$ cat src/rtl/dma_arb_pkg.sv
package dma_arb_pkg;
  localparam int PRIO_W     = 2;
  localparam int NUM_LEVELS = 1 << PRIO_W;

  typedef enum logic [PRIO_W-1:0] {
    PRIO_LOW   = 2'b00,
    PRIO_MED   = 2'b01,
    PRIO_HIGH  = 2'b10,
    PRIO_VHIGH = 2'b11
  } prio_lvl_e;

  typedef enum logic {
    ARB_IDLE = 1'b0,
    ARB_BUSY = 1'b1
  } arb_state_e;
endpackage

$ cat src/rtl/dma_arb_req_qual.sv
module dma_arb_req_qual #(
  parameter int N = 4
) (
  input  logic [N-1:0] hw_req,
  input  logic [N-1:0] sw_trig,
  input  logic [N-1:0] skip_mask,
  output logic [N-1:0] active,
  output logic [N-1:0] eligible
);
  logic [N-1:0] masked;

  // Either request source makes the channel active.
  assign active = hw_req | sw_trig;
  assign masked = active & ~skip_mask;

  // The skip applies only when another channel is left to serve.
  assign eligible = (masked != '0) ? masked : active;
endmodule

$ cat src/rtl/dma_arb_prio_sel.sv
module dma_arb_prio_sel
  import dma_arb_pkg::*;
#(
  parameter int N = 4
) (
  input  logic [N-1:0]        eligible,
  input  logic [N*PRIO_W-1:0] prio,
  output logic [N-1:0]        winner,
  output logic                any_req
);
  logic [N-1:0]          lvl_match [NUM_LEVELS];
  logic [NUM_LEVELS-1:0] lvl_hit;
  logic [PRIO_W-1:0]     top_lvl;
  logic [N-1:0]          cand;

  // Stage one: for each level, mark the eligible channels set to it.
  for (genvar l = 0; l < NUM_LEVELS; l++) begin : g_lvl
    for (genvar i = 0; i < N; i++) begin : g_ch
      assign lvl_match[l][i] = eligible[i] && (prio[i*PRIO_W +: PRIO_W] == PRIO_W'(l));
    end
    assign lvl_hit[l] = |lvl_match[l];
  end

  // Pick the highest level that has at least one eligible channel.
  always_comb begin
    top_lvl = '0;
    for (int l = 0; l < NUM_LEVELS; l++) begin
      if (lvl_hit[l]) top_lvl = PRIO_W'(l);
    end
  end

  // Stage two: the lowest index among channels at that level wins.
  assign cand    = lvl_match[top_lvl];
  assign winner  = cand & (~cand + N'(1));
  assign any_req = |eligible;
endmodule

$ cat src/rtl/dma_arb_grant_ctrl.sv
module dma_arb_grant_ctrl
  import dma_arb_pkg::*;
#(
  parameter int N = 4
) (
  input  logic         clk,
  input  logic         rst_n,
  input  logic [N-1:0] winner,
  input  logic         any_req,
  input  logic         item_done,
  input  logic [N-1:0] mem2mem,
  output logic [N-1:0] grant,
  output logic         grant_valid,
  output logic [N-1:0] skip_mask
);
  arb_state_e   state_q;
  logic [N-1:0] grant_q;
  logic [N-1:0] skip_q;

  always_ff @(posedge clk) begin
    if (!rst_n) begin
      state_q <= ARB_IDLE;
      grant_q <= '0;
      skip_q  <= '0;
    end else begin
      unique case (state_q)
        ARB_IDLE: begin
          if (any_req) begin
            state_q <= ARB_BUSY;
            grant_q <= winner;
            skip_q  <= '0;
          end
        end
        ARB_BUSY: begin
          if (item_done) begin
            state_q <= ARB_IDLE;
            grant_q <= '0;
            skip_q  <= ((grant_q & mem2mem) != '0) ? grant_q : '0;
          end
        end
        default: state_q <= ARB_IDLE;
      endcase
    end
  end

  assign grant       = grant_q;
  assign grant_valid = (state_q == ARB_BUSY);
  assign skip_mask   = skip_q;
endmodule

$ cat src/rtl/dma_prio_arbiter.sv
module dma_prio_arbiter
  import dma_arb_pkg::*;
#(
  parameter int N = 4
) (
  input  logic                clk,
  input  logic                rst_n,
  input  logic [N-1:0]        hw_req,
  input  logic [N-1:0]        sw_trig,
  input  logic [N-1:0]        mem2mem,
  input  logic [N*PRIO_W-1:0] prio,
  input  logic                item_done,
  output logic [N-1:0]        grant,
  output logic                grant_valid
);
  logic [N-1:0] active;
  logic [N-1:0] eligible;
  logic [N-1:0] skip_mask;
  logic [N-1:0] winner;
  logic         any_req;

  dma_arb_req_qual #(.N(N)) u_qual (
    .hw_req    (hw_req),
    .sw_trig   (sw_trig),
    .skip_mask (skip_mask),
    .active    (active),
    .eligible  (eligible)
  );

  dma_arb_prio_sel #(.N(N)) u_sel (
    .eligible (eligible),
    .prio     (prio),
    .winner   (winner),
    .any_req  (any_req)
  );

  dma_arb_grant_ctrl #(.N(N)) u_ctrl (
    .clk         (clk),
    .rst_n       (rst_n),
    .winner      (winner),
    .any_req     (any_req),
    .item_done   (item_done),
    .mem2mem     (mem2mem),
    .grant       (grant),
    .grant_valid (grant_valid),
    .skip_mask   (skip_mask)
  );
endmodule

$ cat config.mk
export PLATFORM = sky130hd
export DESIGN_NAME = dma_prio_arbiter
export DESIGN_NICKNAME = d
export VERILOG_FILES = /design/src/rtl/dma_arb_pkg.sv /design/src/rtl/dma_arb_req_qual.sv /design/src/rtl/dma_arb_prio_sel.sv /design/src/rtl/dma_arb_grant_ctrl.sv /design/src/rtl/dma_prio_arbiter.sv
export SDC_FILE = /design/constraint.sdc
export NUM_CORES = 1
export LEC_CHECK = 0
export BUFFER_PORTS_ARGS = -buffer_cell sky130_fd_sc_hd__buf_4
export CAP_MARGIN = 10
export CORE_MARGIN = 1.5
export CORE_UTILIZATION = 47
export CTS_CLUSTER_DIAMETER = 30
export DETAILED_ROUTE_END_ITERATION = 16
export MAX_ROUTING_LAYER = met4
export PLACE_DENSITY_LB_ADDON = 0.08
export SETUP_SLACK_MARGIN = 0.2
export SYNTH_ARGS = -nofsm -noshare
export SYNTH_HDL_FRONTEND = slang
export SYNTH_SLANG_ARGS = --single-unit
$ cat constraint.sdc
create_clock -name clk -period 2.2 [get_ports clk]
set_input_delay 0.22 -clock clk [delete_from_list [all_inputs] [get_ports clk]]
set_output_delay 0.22 -clock clk [all_outputs]
set_load 0.05 [all_outputs]
==> Word-level counts from Yosys, hierarchy flattened <==
Index checks and enable logic that the tools add are counted.
{ "word_totals": {"reg_bits": 9, "latchBits": 0, "mem_bits_rw": 0, "mem_bits_ro": 0, "inputBits": 23, "output_inout_bits": 5, "elab_cells": 71, "mem_count": 0} }
{ "classes": {"addsub": 1, "multipliers": 0, "div_mod_pow": 0, "order_cmp": 1, "n_eq_ne": 14, "n_shift": 0, "muxes": 17, "bitwise": 8, "reduce_logical": 27} }
{ "op_table": {"columns": ["operator", "n"], "rows": [
  ["$mux W4", 8],
  ["$eq A2 B2 Y1 const B", 8],
  ["$logic_and A1 B1 Y1", 16],
  ["$pmux W4 S2", 2],
  ["$reduce_or A4 Y1", 4],
  ["$and A4 B4 Y4", 3],
  ["$bmux W4 S2", 1],
  ["$eq A2 B1 Y1 const B", 4],
  ["$logic_not A2 Y1", 4],
  ["$not A4 Y4", 2],
  ["$reduce_bool A4 Y1", 2],
  ["$add A4 B1 Y4 const B", 1],
  ["$mux W2", 2],
  ["$ne A2 B2 Y1 const B", 2],
  ["$or A4 B4 Y4", 1],
  ["$ge A3 B3 Y1 const B", 1],
  ["$mux W1", 3],
  ["$not A2 Y3", 1],
  ["$pmux W1 S2", 1],
  ["$reduce_and A2 Y1", 1],
  ["$not A1 Y1", 1]
]} }

==> Longest topological paths before layout <==
{ "logic_depth": {"word_depth": 18, "ltp_mapped": 8, "ltp_nobuf": 8} }

==> By module <==
From an unflattened synthesis, not the netlist that was laid out.
{ "hier_totals": {"hier_cells": 95, "hier_area_um2": 812.0} }
{ "modules_own_cells": {"columns": ["module", "instances", "cells_each", "area_each_um2", "seq_area_each_um2"], "rows": [
  ["dma_arb_grant_ctrl", 1, 30, 341.6, 180.2],
  ["dma_arb_prio_sel", 1, 47, 335.3, 0.0],
  ["dma_arb_req_qual", 1, 18, 135.1, 0.0]
]} }

==> Worst setup path before layout <==
OpenSTA, ideal clock, no wires.
{ "synth_path": {"path_kind": "reg2reg", "start": "register u_ctrl.skip_q[0] (netlist: u_ctrl.skip_mask[0])", "end": "register u_ctrl.grant_q[2] (netlist: u_ctrl.grant[2])", "setup_ns": 0.119, "arrival_time_ns": 1.861, "required_time_ns": 2.081, "slack_ns": 0.221, "stages_incl_launch_ff": 9, "n_path_buf": 0, "synth_period_minus_slack_ns": 1.979, "path_cell_list": "dfxtp_1 -> o21ba_4 -> or4_4 -> nor2_4 -> nor4_4 -> a21oi_1 -> o221ai_2 -> a32oi_1 -> nor2b_1"} }
{ "synth_via": {"elab_chain_len": 18, "word_cells_on_any_way": 37, "classes_between": "add/sub (1); eq/ne (1); mux (9); bitwise (5); reduce/logical (21)"} }
{ "synth_rtl": {"columns": ["element", "line_no", "text"], "rows": [
  ["start, declared", "dma_arb_grant_ctrl.sv:18", "logic [N-1:0] skip_q;"],
  ["start signal, assigned", "dma_arb_grant_ctrl.sv:38", "skip_q <= ((grant_q & mem2mem) != '0) ? grant_q : '0;"],
  ["$not A4 Y4 (*)", "dma_arb_req_qual.sv:14", "assign masked = active & ~skip_mask;"],
  ["$and A4 B4 Y4 (*)", "dma_arb_req_qual.sv:14", null],
  ["$reduce_bool A4 Y1", "dma_arb_req_qual.sv:17", "assign eligible = (masked != '0) ? masked : active;"],
  ["$mux W4 (*)", "dma_arb_req_qual.sv:17", null],
  ["$logic_and A1 B1 Y1", "dma_arb_prio_sel.sv:19", "assign lvl_match[l][i] = eligible[i] && (prio[i*PRIO_W +: PRIO_W] == PRIO_W'(l));"],
  ["$reduce_or A4 Y1", "dma_arb_prio_sel.sv:21", "assign lvl_hit[l] = |lvl_match[l];"],
  ["$mux W1", "dma_arb_prio_sel.sv:28", "if (lvl_hit[l]) top_lvl = PRIO_W'(l);"],
  ["$mux W2 (2 in series)", "dma_arb_prio_sel.sv:28", null],
  ["$not A2 Y3 (implied by the code)", "dma_arb_prio_sel.sv:33", "assign cand = lvl_match[top_lvl];"],
  ["$bmux W4 S2", "dma_arb_prio_sel.sv:33", null],
  ["$mux W4 (implied by the code) (2 in series)", "dma_arb_prio_sel.sv:33", null],
  ["$not A4 Y4", "dma_arb_prio_sel.sv:34", "assign winner = cand & (~cand + N'(1));"],
  ["$add A4 B1 Y4", "dma_arb_prio_sel.sv:34", null],
  ["$and A4 B4 Y4", "dma_arb_prio_sel.sv:34", null],
  ["$mux W4", "dma_arb_grant_ctrl.sv:28", "if (any_req) begin"],
  ["$pmux W4 S2", "dma_arb_grant_ctrl.sv:26", "unique case (state_q)"],
  ["end signal, assigned", "dma_arb_grant_ctrl.sv:30", "grant_q <= winner;"],
  ["end, declared", "dma_arb_grant_ctrl.sv:17", "logic [N-1:0] grant_q;"]
]} }
Every way passes the cells marked *; elsewhere a longest branch is shown, timed or not. The select of a mux whose other input is x is not followed.
A chain may end at the register's enable or synchronous reset.

==> Worst setup path in the final report <==
{ "layout_path": {"start": "register u_ctrl.skip_q[2] (netlist: u_ctrl.skip_mask[2])", "end": "register u_ctrl.grant_q[2] (netlist: u_ctrl.grant[2])"} }
The elaborated chain is that of the path after synthesis.

==> flow_metrics.py <==
metrics = {
    "hold_path": {
        "hold_class": "in -> reg",
    },
    "die": {
        "dieArea_mm2": 0.00233,
        "start_util_pct": 49.7,
        "die_h_um": 48.3,
        "die_w_um": 48.3,
        "rows": 16,
        "core_mm2": 0.00194,
        "boundaryPins": 28,
    },
    "synthesis": {
        "avgSynthCellArea_um2": 8.25,
        "synth_seq_area_share_pct": 18.7,
        "yosysTopAreaCell": "dfxtp_1",
        "synthCells": 117,
        "synth_ff_type": "dfxtp_1",
        "synth-edff-count": 0,
        "synth_cell_types": 51,
        "synth_common_cells": "9 x dfxtp_1, 9 x nand2_1, 9 x nor2_1",
        "async_flop_share_pct": 0,
        "netlist_area_um2": 965,
        "synth.area.top_cells": "dfxtp_1 19%, a22oi_1 5.4%, nor2b_1 5.2%",
        "yosys_warnings": 0,
        "synth_top_area_share_pct": 18.7,
        "syn-num-nets": 140,
        "ys_ff_latch": 9,
    },
    "sta": {
        "timing.final.ws_setup_ns": 0.0586,
        "grt_setup_unrepaired": "yes",
        "tns_ns": 0,
        "relSlewSlack_pct": 73.0,
        "finClkSkew_ns": 0.00406,
        "hold_viol": 0,
        "worstMarginPinSlew_ns": 0.401,
        "final_max_slew_viol_count": 0,
        "max_freq_mhz": 467,
        "whs_ns": 0.250,
        "finalSetupViolCount": 0,
        "period_needed_ns": 2.14,
        "min_period_over_period_pct": 97.3,
    },
    "route": {
        "drcViolationCount": 0,
        "drt_iter0_drc": 40,
        "antenna_left": 0,
        "avgViaCountPerCell": 6.11,
        "routed-via-count": 1210,
        "firstDrtPassIters": 4,
        "wl_um": 3290,
        "routedWlPerCell_um": 16.6,
    },
    "final_layout": {
        "final_area_mm2": 0.00154,
        "area_growth_pct": 59.8,
        "nets": 195,
        "antenna_cells": 0,
        "drive_gt1_share_pct": 52.0,
        "final_cells": 198,
        "fill_cells": 136,
        "final_util_pct": 79.4,
    },
    "worst_setup_path": {
        "critPathMaxFanout": 7,
        "cp_slowest_stage_delay_ns": 0.40,
        "worst-r2r-setup-slack_ns": 0.06,
        "crit_path_end": "u_ctrl.grant[2]$_SDFFE_PN0P_",
        "path_cells": "o21ba_4, o31a_1, a2bb2oi_2, and2_4, nand2_2, o311a_1, a32oi_1, nor2b_1",
        "critical_path_depth": 8,
        "reg2regPathDepth": 8,
        "end_kind": "flop",
        "timing.rr.end": "u_ctrl.grant[2]$_SDFFE_PN0P_",
        "arrival_ns": 2.30,
        "cp.buffers_inverters": 0,
        "critical_path_class": "reg -> reg",
        "worstReg2RegStart": "u_ctrl.skip_mask[2]$_SDFFE_PN0P_",
        "path_delay_family": "compound AO/OA/AOI/OAI gates",
        "worstSetupStartpointType": "flop",
        "setup.worst_path.start": "u_ctrl.skip_mask[2]$_SDFFE_PN0P_",
        "crit_slowest_cell": "o311a_1",
        "worstPathRequired_ns": 2.35,
    },
    "global_route": {
        "grtUsageMet2_pct": 52.1,
        "grt_most_used_layer": "met2",
        "grt_pass1_wl_um": 5290,
        "met3_usage_pct": 1.54,
        "grt_max_degree": 10,
        "antenna_found_initial": 0,
        "grt_use_met1_pct": 34.7,
        "grt.overflow.total": 0,
        "grt_pass1_vias": 1166,
        "grt_use_total_pct": 29.1,
    },
    "cts": {
        "root_buffer": "clkbuf_4",
        "numCtsBuffers": 3,
        "clockBufferDepth": 2,
        "cts_tree": "yes",
        "clk_pin_slew_ns": 0.06,
        "clock_latency_ns": 0.27,
        "cts_max_level": 1,
        "cts_hold_buf": 0,
        "cts.sinks": 9,
    },
    "power": {
        "vdd_drop_max_mv": 0.408,
        "p_leak_nw": 0.627,
        "power_density_mw_per_mm2": 376,
        "p_total_uw": 580,
    },
    "placement": {
        "dp_worst_setup_slack_ns": -0.00525,
        "dp_hpwl_um": 2350,
        "place_area_mm2": 0.00134,
        "place_inst": 189,
        "io_buffers": 27,
        "gp_congestion": 0.884,
    },
    "outcome": {
        "status": "finished clean",
    },
    "job": {
        "cap_violations": 0,
    },
}
## cells by family (layout without fill, tap and decap cells)
group	count (synthesis)	in the layout	synth area share, %
AND/OR/NAND/NOR	60	60	37.0
flip-flops	9	9	18.7
AO/OA/AOI/OAI	46	46	43.6
buffers and inverters	2	56	0.779
## power by group
group	total [mW]	leakage, nW	switching [mW]	internal [mW]
clock network	0.135	0.0150	0.0653	0.0702
logic	0.269	0.537	0.143	0.126
registers	0.175	0.0748	0.00708	0.168
total	0.580	0.627	0.215	0.365
## how the worst min path moves through the flow
stage                                  from                                to  depth (start not counted)
6_report                              rst_n      u_ctrl.grant[2]$_SDFFE_PN0P_                          2
5_1_grt                               rst_n  u_ctrl.skip_mask[2]$_SDFFE_PN0P_                          2
4_1_cts                               rst_n  u_ctrl.skip_mask[0]$_SDFFE_PN0P_                          2
3_5_place_dp                          rst_n  u_ctrl.skip_mask[0]$_SDFFE_PN0P_                          2
3_3_place_gp   u_ctrl.grant[3]$_SDFFE_PN0P_      u_ctrl.grant[3]$_SDFFE_PN0P_                          2
2_1_floorplan                         rst_n      u_ctrl.grant[1]$_SDFFE_PN0P_                          1
## layer usage
metal | vias up | part of all wire (%)
li1 | 581 | -
met1 | 566 | 41
met2 | 56 | 51
met3 | 7 | 6.4
met4 | 0 | 2.4
met5 | - | 0
## timing repair
action	CTS	global route
pin swaps	14	8
setup buffers	5	0
resized for setup	18	9
endpoints found under the setup margin	8	8
## placed cells by master, fill, tap and decap left out, types with 3 or more instances in the layout
cell      count
and3_1        3
nor2b_1       8
nand3_1       6
dfxtp_1       6
nand2_1       8
clkbuf_4      3
dfxtp_2       3
a22oi_1       6
o21ba_4       4
or2_2         3
nor3_1        3
nand2b_1      3
buf_4        48
nor2_1        8
## state kept, by name, indices dropped and copies added (netlist names)
name / cells
u_ctrl.skip_mask: 4
u_ctrl.grant: 4
u_ctrl.grant_valid: 1
## cell type report
| cell class | instances | area (µm²) | share of cell area [%] |
|---|---|---|---|
| well taps | 27 | 33.8 | 2.19 |
| inverters | 2 | 7.51 | 0.487 |
| repair buffers | 50 | 383 | 24.8 |
| clock buffers | 4 | 26.3 | 1.70 |
| flip-flops and latches | 9 | 184 | 11.9 |
| multi-input cells | 106 | 907 | 58.8 |
Note: power is estimated with default switching activity, not from simulation.
